--- config.mk ---
export PLATFORM = sky130hd
export DESIGN_NAME = tof_pulse_gen
export DESIGN_NICKNAME = d
export VERILOG_FILES = /design/src/rtl/tof_pkg.sv /design/src/rtl/tof_init_ctrl.sv /design/src/rtl/tof_ref_track.sv /design/src/rtl/tof_out_timer.sv /design/src/rtl/tof_pulse_gen.sv
export SDC_FILE = /design/constraint.sdc
export NUM_CORES = 1
export LEC_CHECK = 0
export BUFFER_PORTS_ARGS = -buffer_cell sky130_fd_sc_hd__buf_2
export CAP_MARGIN = 0
export CORE_MARGIN = 4
export CORE_UTILIZATION = 47
export CTS_BUF_LIST = sky130_fd_sc_hd__clkbuf_8
export DETAILED_ROUTE_END_ITERATION = 7
export PLACE_DENSITY = 0.69
export SYNTH_ARGS = -nofsm -noshare
export SYNTH_HDL_FRONTEND = slang
export SYNTH_SLANG_ARGS = --single-unit
--- constraint.sdc ---
create_clock -name clk -period 4.4 [get_ports clk]
set_input_delay 0.44 -clock clk [delete_from_list [all_inputs] [get_ports clk]]
set_output_delay 0.44 -clock clk [all_outputs]
set_load 0.03 [all_outputs]
--- src/rtl/tof_pkg.sv ---
package tof_pkg;
  parameter int PIX_W   = 13;
  parameter int LINE_W  = 12;
  parameter int RATIO_W = 13;

  typedef struct packed {
    logic [PIX_W-1:0]   ppl;
    logic [LINE_W-1:0]  lpf;
    logic [LINE_W-1:0]  ref_lpf;
    logic [LINE_W-1:0]  offset;
    logic [RATIO_W-1:0] ratio;
  } tof_cfg_t;

  // Line value loaded at an alignment point: (-offset) mod lpf, |offset| < lpf
  function automatic logic [LINE_W-1:0] start_line(input logic [LINE_W-1:0] off,
                                                   input logic [LINE_W-1:0] lpf);
    logic signed [LINE_W+1:0] n;
    logic signed [LINE_W+1:0] v;
    n = $signed({2'b00, lpf});
    v = -$signed({{2{off[LINE_W-1]}}, off});
    if (v < 0) v = v + n;
    else if (v >= n) v = v - n;
    return v[LINE_W-1:0];
  endfunction
endpackage

--- src/rtl/tof_init_ctrl.sv ---
module tof_init_ctrl (
  input  logic clk,
  input  logic rst_n,
  input  logic arm,
  input  logic init_bit,
  input  logic ext_pulse,
  input  logic ext_sel,
  output logic init_evt
);
  logic bit_q, bit_d;
  logic ext_q, ext_d;
  logic bit_rise, ext_rise;

  always_comb begin
    bit_d    = init_bit;
    ext_d    = ext_pulse;
    bit_rise = init_bit & ~bit_q;
    ext_rise = ext_pulse & ~ext_q;
    init_evt = arm & (ext_sel ? ext_rise : bit_rise);
  end

  always_ff @(posedge clk or negedge rst_n) begin
    if (!rst_n) begin
      bit_q <= 1'b0;
      ext_q <= 1'b0;
    end else begin
      bit_q <= bit_d;
      ext_q <= ext_d;
    end
  end

  AST_EDGE_SINGLE: assert property (@(posedge clk) disable iff (!rst_n)
    init_evt |=> (!init_evt || (ext_sel != $past(ext_sel))));
endmodule

--- src/rtl/tof_ref_track.sv ---
module tof_ref_track
  import tof_pkg::*;
(
  input  logic               clk,
  input  logic               rst_n,
  input  logic               clr,
  input  logic               hs,
  input  logic               vs,
  input  logic [LINE_W-1:0]  ref_lpf,
  input  logic [RATIO_W-1:0] ratio,
  output logic               sof,
  output logic               hit
);
  logic [LINE_W-1:0]  line_q, line_d;
  logic [RATIO_W-1:0] rcnt_q, rcnt_d;
  logic               line_last, ratio_last;

  always_comb begin
    line_last  = ({1'b0, line_q} + {{LINE_W{1'b0}}, 1'b1}) >= {1'b0, ref_lpf};
    ratio_last = ({1'b0, rcnt_q} + {{RATIO_W{1'b0}}, 1'b1}) >= {1'b0, ratio};
    sof        = vs | (hs & line_last);
    hit        = sof & ratio_last;
    line_d     = line_q;
    rcnt_d     = rcnt_q;
    if (clr) begin
      line_d = '0;
      rcnt_d = '0;
    end else begin
      if (vs)      line_d = '0;
      else if (hs) line_d = line_last ? '0 : line_q + 1'b1;
      if (sof)     rcnt_d = ratio_last ? '0 : rcnt_q + 1'b1;
    end
  end

  always_ff @(posedge clk or negedge rst_n) begin
    if (!rst_n) begin
      line_q <= '0;
      rcnt_q <= '0;
    end else begin
      line_q <= line_d;
      rcnt_q <= rcnt_d;
    end
  end

  AST_CLR_REF: assert property (@(posedge clk) disable iff (!rst_n)
    clr |=> (line_q == '0 && rcnt_q == '0));
  AST_VS_RESTART: assert property (@(posedge clk) disable iff (!rst_n)
    (vs && !clr) |=> (line_q == '0));
endmodule

--- src/rtl/tof_out_timer.sv ---
module tof_out_timer
  import tof_pkg::*;
(
  input  logic               clk,
  input  logic               rst_n,
  input  tof_cfg_t           cfg_in,
  input  logic               init_evt,
  input  logic               realign,
  output logic               line_zero,
  output logic [LINE_W-1:0]  ref_lpf_s,
  output logic [RATIO_W-1:0] ratio_s
);
  tof_cfg_t          shd_q, shd_d;
  logic [PIX_W-1:0]  pix_q, pix_d;
  logic [LINE_W-1:0] line_q, line_d;
  logic              eol, eof;

  always_comb begin
    eol    = ({1'b0, pix_q} + {{PIX_W{1'b0}}, 1'b1}) >= {1'b0, shd_q.ppl};
    eof    = eol & (({1'b0, line_q} + {{LINE_W{1'b0}}, 1'b1}) >= {1'b0, shd_q.lpf});
    shd_d  = shd_q;
    pix_d  = pix_q + 1'b1;
    line_d = line_q;
    if (init_evt) begin
      shd_d  = cfg_in;
      pix_d  = '0;
      line_d = start_line(cfg_in.offset, cfg_in.lpf);
    end else if (realign) begin
      pix_d  = '0;
      line_d = start_line(shd_q.offset, shd_q.lpf);
    end else if (eol) begin
      pix_d = '0;
      if (eof) begin
        line_d = '0;
        shd_d  = cfg_in;
      end else begin
        line_d = line_q + 1'b1;
      end
    end
  end

  always_ff @(posedge clk or negedge rst_n) begin
    if (!rst_n) begin
      shd_q  <= '0;
      pix_q  <= '0;
      line_q <= '0;
    end else begin
      shd_q  <= shd_d;
      pix_q  <= pix_d;
      line_q <= line_d;
    end
  end

  assign line_zero = (line_q == '0);
  assign ref_lpf_s = shd_q.ref_lpf;
  assign ratio_s   = shd_q.ratio;

  AST_PIX_BOUND: assert property (@(posedge clk) disable iff (!rst_n)
    (pix_q < shd_q.ppl) || (pix_q == '0));
  AST_REALIGN_PIX: assert property (@(posedge clk) disable iff (!rst_n)
    (realign && !init_evt) |=> (pix_q == '0));
  AST_FRAME_HOLD: assert property (@(posedge clk) disable iff (!rst_n)
    (!eof && !init_evt) |=> $stable(shd_q));
endmodule

--- src/rtl/tof_pulse_gen.sv ---
module tof_pulse_gen
  import tof_pkg::*;
(
  input  logic               clk,
  input  logic               rst_n,
  input  logic               ref_hsync,
  input  logic               ref_vsync,
  input  logic [PIX_W-1:0]   cfg_pix_per_line,
  input  logic [LINE_W-1:0]  cfg_lines_per_frame,
  input  logic [LINE_W-1:0]  cfg_ref_lines,
  input  logic [LINE_W-1:0]  cfg_line_offset,
  input  logic [RATIO_W-1:0] cfg_rate_num,
  input  logic               cfg_align_en,
  input  logic               cfg_pulse_pol,
  input  logic               init_req,
  input  logic               ext_init_pulse,
  input  logic               ext_init_sel,
  output logic               tof_out
);
  tof_cfg_t           cfg_bus;
  logic               init_evt;
  logic               ref_sof;
  logic               ratio_hit;
  logic               realign;
  logic               line_zero;
  logic [LINE_W-1:0]  ref_lpf_s;
  logic [RATIO_W-1:0] ratio_s;

  always_comb begin
    cfg_bus.ppl     = cfg_pix_per_line;
    cfg_bus.lpf     = cfg_lines_per_frame;
    cfg_bus.ref_lpf = cfg_ref_lines;
    cfg_bus.offset  = cfg_line_offset;
    cfg_bus.ratio   = cfg_rate_num;
  end

  tof_init_ctrl u_init (
    .clk       (clk),
    .rst_n     (rst_n),
    .arm       (cfg_align_en),
    .init_bit  (init_req),
    .ext_pulse (ext_init_pulse),
    .ext_sel   (ext_init_sel),
    .init_evt  (init_evt)
  );

  tof_ref_track u_ref (
    .clk     (clk),
    .rst_n   (rst_n),
    .clr     (init_evt),
    .hs      (ref_hsync),
    .vs      (ref_vsync),
    .ref_lpf (ref_lpf_s),
    .ratio   (ratio_s),
    .sof     (ref_sof),
    .hit     (ratio_hit)
  );

  assign realign = ratio_hit & cfg_align_en;

  tof_out_timer u_timer (
    .clk       (clk),
    .rst_n     (rst_n),
    .cfg_in    (cfg_bus),
    .init_evt  (init_evt),
    .realign   (realign),
    .line_zero (line_zero),
    .ref_lpf_s (ref_lpf_s),
    .ratio_s   (ratio_s)
  );

  assign tof_out = cfg_pulse_pol ? line_zero : ~line_zero;

  AST_HIT_NEEDS_SOF: assert property (@(posedge clk) disable iff (!rst_n)
    ratio_hit |-> (ref_vsync || ref_hsync));
endmodule

==> impl_metrics.tcl <==
set metrics [dict create \
    syn-instance-count 1074 \
    clock_tree.htree_level_count 4 \
    numCtsBuffers 17 \
    clkTransAtPathRegs_ns 0.08 \
    route.vias.total 8153 \
    placement.setup.worst_slack_ns -0.05665 \
    fin_skew_ns 0.02095 \
    worstHoldStart "init_req" \
    run_status "complete, no violations" \
    wl_per_cell_um 16.83 \
    top_flip_flop_cell_by_instance_count_after_synthesis "sky130_fd_sc_hd__dfrtp_1" \
    maximum_root_to_sink_buffer_count 2 \
    post-cts-setup-buffers 0 \
    r2r_end "u_timer.line_q[9]$_DFFE_PN0P_" \
    n_fill_cell 1826 \
    post-route-drc-count 0 \
    grt_pass1_vias 7845 \
    port_buffers 71 \
    rows 51 \
    cap_viol_max_count 0 \
    worst_slack_ns 0.1437 \
    core_region_area_mm2 0.01972 \
    hold_violations 0 \
    drive_above_1_share_pct 17.95 \
    cts_root_buf "sky130_fd_sc_hd__clkbuf_8" \
    area_growth_from_synthesis_to_final_layout_pct 12.84 \
    postSynthRegisterBits 114 \
    globalRouteOverflowTotal 0 \
    post_synth_and_or_nand_nor_area_fraction_pct 18.36 \
    r2r.worst_path.cells 14 \
    syn_area_mm2 0.009547 \
    rsz0062_at_grt "no" \
    number_of_antenna_violations_at_the_first_check_in_global_routing 0 \
    floorplan.initialDensity_pct 48.42 \
    viasPerCell 5.682 \
    dieArea_mm2 0.02266 \
    clk-insertion-delay-late_ns 0.46 \
    crit_path_start_kind "register" \
    synth_compound_area_share_pct 18.10 \
    critPathKind "reg2reg" \
    timing.hold.worst_endpoint "u_init.bit_q$_DFF_PN0_" \
    timing.rr.start "u_timer.shd_q[16]$_DFFE_PN0P_" \
    final_non_filler_cell_total 1435 \
    synth_enable_flop_cells 0 \
    cts_num_sinks 114 \
    power_per_cell_area_mw_per_mm2 496.5 \
    wl_met3_um 1256 \
    async_flop_share_pct 100.0 \
    met2WireLength_um 11010 \
    die_y_um 150.5 \
    drt_wl_total_um 24160 \
    worstMarginPinSlew_ns 0.9766 \
    dominant_combinational_cell_family_by_area_after_synthesis "simple AND/OR/NAND/NOR gates" \
    post_synth_fa_ha_maj_area_fraction_pct 14.60 \
    route.top_layer_used "met4" \
    numPlacedInstances 1402 \
    final_net_count 1337 \
    grt_start_max_net_pins 50 \
    synth_cell_types 81 \
    wl_met1_um 11310 \
    sequential_area_share_after_synthesis_pct 29.88 \
    layout_worst_path_cycle_share_pct 96.73 \
    synth.area.mux_share_pct 6.448 \
    finalSetupViolations 0 \
    detail_route.iter0.violations 549 \
    min_delay_path_depth 1 \
    synth_area_per_cell_um2 8.889 \
    p_leak_nw 5.072 \
    hold_class "in2reg" \
    syn_nets 1254 \
    arrival_ns 4.55 \
    path_max_fanout 8 \
    hpwl_um 19430 \
    ioPinCount 72 \
    gpl.final_weighted_congestion 0.9959 \
    postRouteAntennaNets 0 \
    cp_data_required_time_ns 4.70 \
    cts_tree "done" \
    track_usage_pct 21.88 \
    ir_worst_vdd_mv 0.2525 \
    die_w_um 150.5 \
    num_antenna_cells 0 \
    achievable-frequency_mhz 234.9 \
    grt_first_pass_wirelength_um 39420 \
    drtPass1Iterations 5 \
    timing_max_transition_violations_final 0 \
    period_needed_ns 4.256 \
    end_kind "register" \
    relSlewSlack_pct 34.66 \
    r2r_setup_slack_ns 0.14 \
    synth-warning-count 0 \
    yosys.area_share.xor_xnor_pct 6.789 \
]
==> power by group <==
part	internal [mW]	switching (mW)	total, mW
logic	1.23	1.51	2.74
registers	1.29	0.244	1.54
clock network	0.598	0.475	1.07
total	3.12	2.23	5.35
==> layout make-up <==
type | instances | area (um^2) | area share [%]
Tap cell | 265 | 331.6 | 3.078
Multi-Input combinational cell | 821 | 6156 | 57.14
Timing Repair Buffer | 102 | 618.1 | 5.738
Inverter | 101 | 379.1 | 3.519
Clock inverter | 13 | 173.9 | 1.614
Sequential cell | 114 | 2853 | 26.48
Clock buffer | 19 | 261.5 | 2.427
==> critical path: stages, from the launching register on <==
cell,delay [ns]
sky130_fd_sc_hd__dfrtp_1,0.37
sky130_fd_sc_hd__or3_1,0.46
sky130_fd_sc_hd__or3_1,0.42
sky130_fd_sc_hd__nor4b_1,0.33
sky130_fd_sc_hd__xnor2_1,0.20
sky130_fd_sc_hd__ha_2,0.45
sky130_fd_sc_hd__nand4_1,0.15
sky130_fd_sc_hd__nor2_1,0.13
sky130_fd_sc_hd__nand3_1,0.14
sky130_fd_sc_hd__a211oi_1,0.27
sky130_fd_sc_hd__buf_4,0.18
sky130_fd_sc_hd__nor3_2,0.05
sky130_fd_sc_hd__buf_4,0.21
sky130_fd_sc_hd__a222oi_1,0.53
sky130_fd_sc_hd__o221ai_1,0.21
==> routing by layer <==
layer	global-route usage [%]	up-vias
li1	-	4048
met1	30.38	3820
met2	35.01	234
met3	3.131	51
met4	7.502	0
met5	0	-
==> cells in the final DEF (no fill, tap or decap), types with 13 or more instances in the layout <==
cell                       count
sky130_fd_sc_hd__dfrtp_1     114
sky130_fd_sc_hd__ha_1        104
sky130_fd_sc_hd__inv_1       101
sky130_fd_sc_hd__nand2_1      81
sky130_fd_sc_hd__buf_2        70
sky130_fd_sc_hd__nor2_1       69
sky130_fd_sc_hd__mux2_2       52
sky130_fd_sc_hd__o21ai_0      49
sky130_fd_sc_hd__xnor2_1      48
sky130_fd_sc_hd__a21oi_1      43
sky130_fd_sc_hd__buf_4        29
sky130_fd_sc_hd__nand2b_1     28
sky130_fd_sc_hd__nand3_1      27
sky130_fd_sc_hd__xor2_1       26
sky130_fd_sc_hd__nor2b_1      22
sky130_fd_sc_hd__nor3_1       20
sky130_fd_sc_hd__nand4_1      19
sky130_fd_sc_hd__clkbuf_8     19
sky130_fd_sc_hd__and3_1       13
sky130_fd_sc_hd__a21o_1       13
==> sequential cells by signal, indices dropped and copies added, names as in the netlist <==
signal,flops
u_timer.shd_q,37
u_ref.rcnt_q,13
u_timer.pix_q,13
u_timer.ratio_s,13
u_ref.line_q,12
u_timer.line_q,12
u_timer.ref_lpf_s,12
u_init.bit_q,1
u_init.ext_q,1
==> Yosys cell counts, types with 19 or more instances <==
library cell	number	share of area, %
sky130_fd_sc_hd__a21oi_1	45	2.4
sky130_fd_sc_hd__clkbuf_1	30	1.2
sky130_fd_sc_hd__dfrtp_1	114	30
sky130_fd_sc_hd__ha_1	105	14
sky130_fd_sc_hd__inv_1	101	4.0
sky130_fd_sc_hd__mux2_2	52	6.1
sky130_fd_sc_hd__nand2_1	81	3.2
sky130_fd_sc_hd__nand2b_1	28	1.8
sky130_fd_sc_hd__nand3_1	27	1.4
sky130_fd_sc_hd__nand4_1	19	1.2
sky130_fd_sc_hd__nor2_1	69	2.7
sky130_fd_sc_hd__nor2b_1	22	1.4
sky130_fd_sc_hd__nor3_1	20	1.0
sky130_fd_sc_hd__o21ai_0	49	2.6
sky130_fd_sc_hd__xnor2_1	48	4.4
sky130_fd_sc_hd__xor2_1	26	2.4
==> cells by family after synthesis <==
kind of cell | Yosys count
AND/OR/NAND/NOR | 337
buffers and inverters | 139
flip-flops | 114
XOR/XNOR | 74
multiplexers | 55
adder cells (fa/ha/maj) | 109
AO/OA/AOI/OAI | 246
==> worst max-delay path by stage <==
stage	endpoint	startpoint	slack (ns)	depth (start not counted)
2_1_floorplan	u_timer.line_q[7]$_DFFE_PN0P_	cfg_line_offset[0]	0.38	16
3_3_place_gp	u_timer.line_q[7]$_DFFE_PN0P_	cfg_line_offset[0]	0.08	16
3_5_place_dp	u_timer.line_q[7]$_DFFE_PN0P_	cfg_line_offset[0]	-0.06	16
4_1_cts	u_timer.line_q[9]$_DFFE_PN0P_	u_timer.shd_q[16]$_DFFE_PN0P_	0.14	14
5_1_grt	u_timer.line_q[9]$_DFFE_PN0P_	u_timer.shd_q[16]$_DFFE_PN0P_	0.01	14
6_report	u_timer.line_q[9]$_DFFE_PN0P_	u_timer.shd_q[16]$_DFFE_PN0P_	0.14	14
==> timing repair <==
action,in CTS,in global routing
setup endpoints to repair,0,4
resized for setup,0,2
hold buffers,1,0
endpoints found under the hold margin,28,0
==> through the flow <==
stage                     instance area, um^2  utilization [%]  power [mW]  setup TNS (ns)  hold WS, ns
final                                   10770            54.64       5.349               0       0.1003
after global routing                    10770            54.64       5.784               0      0.07497
after CTS                               10770            54.60       5.355               0      0.07614
after detailed placement                10320            52.34       4.244        -0.08027       0.4041
after global placement                  10320            52.34       4.193               0       0.4074
after floorplan                          9547                -       3.495               0       0.1444
(Power assumes the default switching activity.)
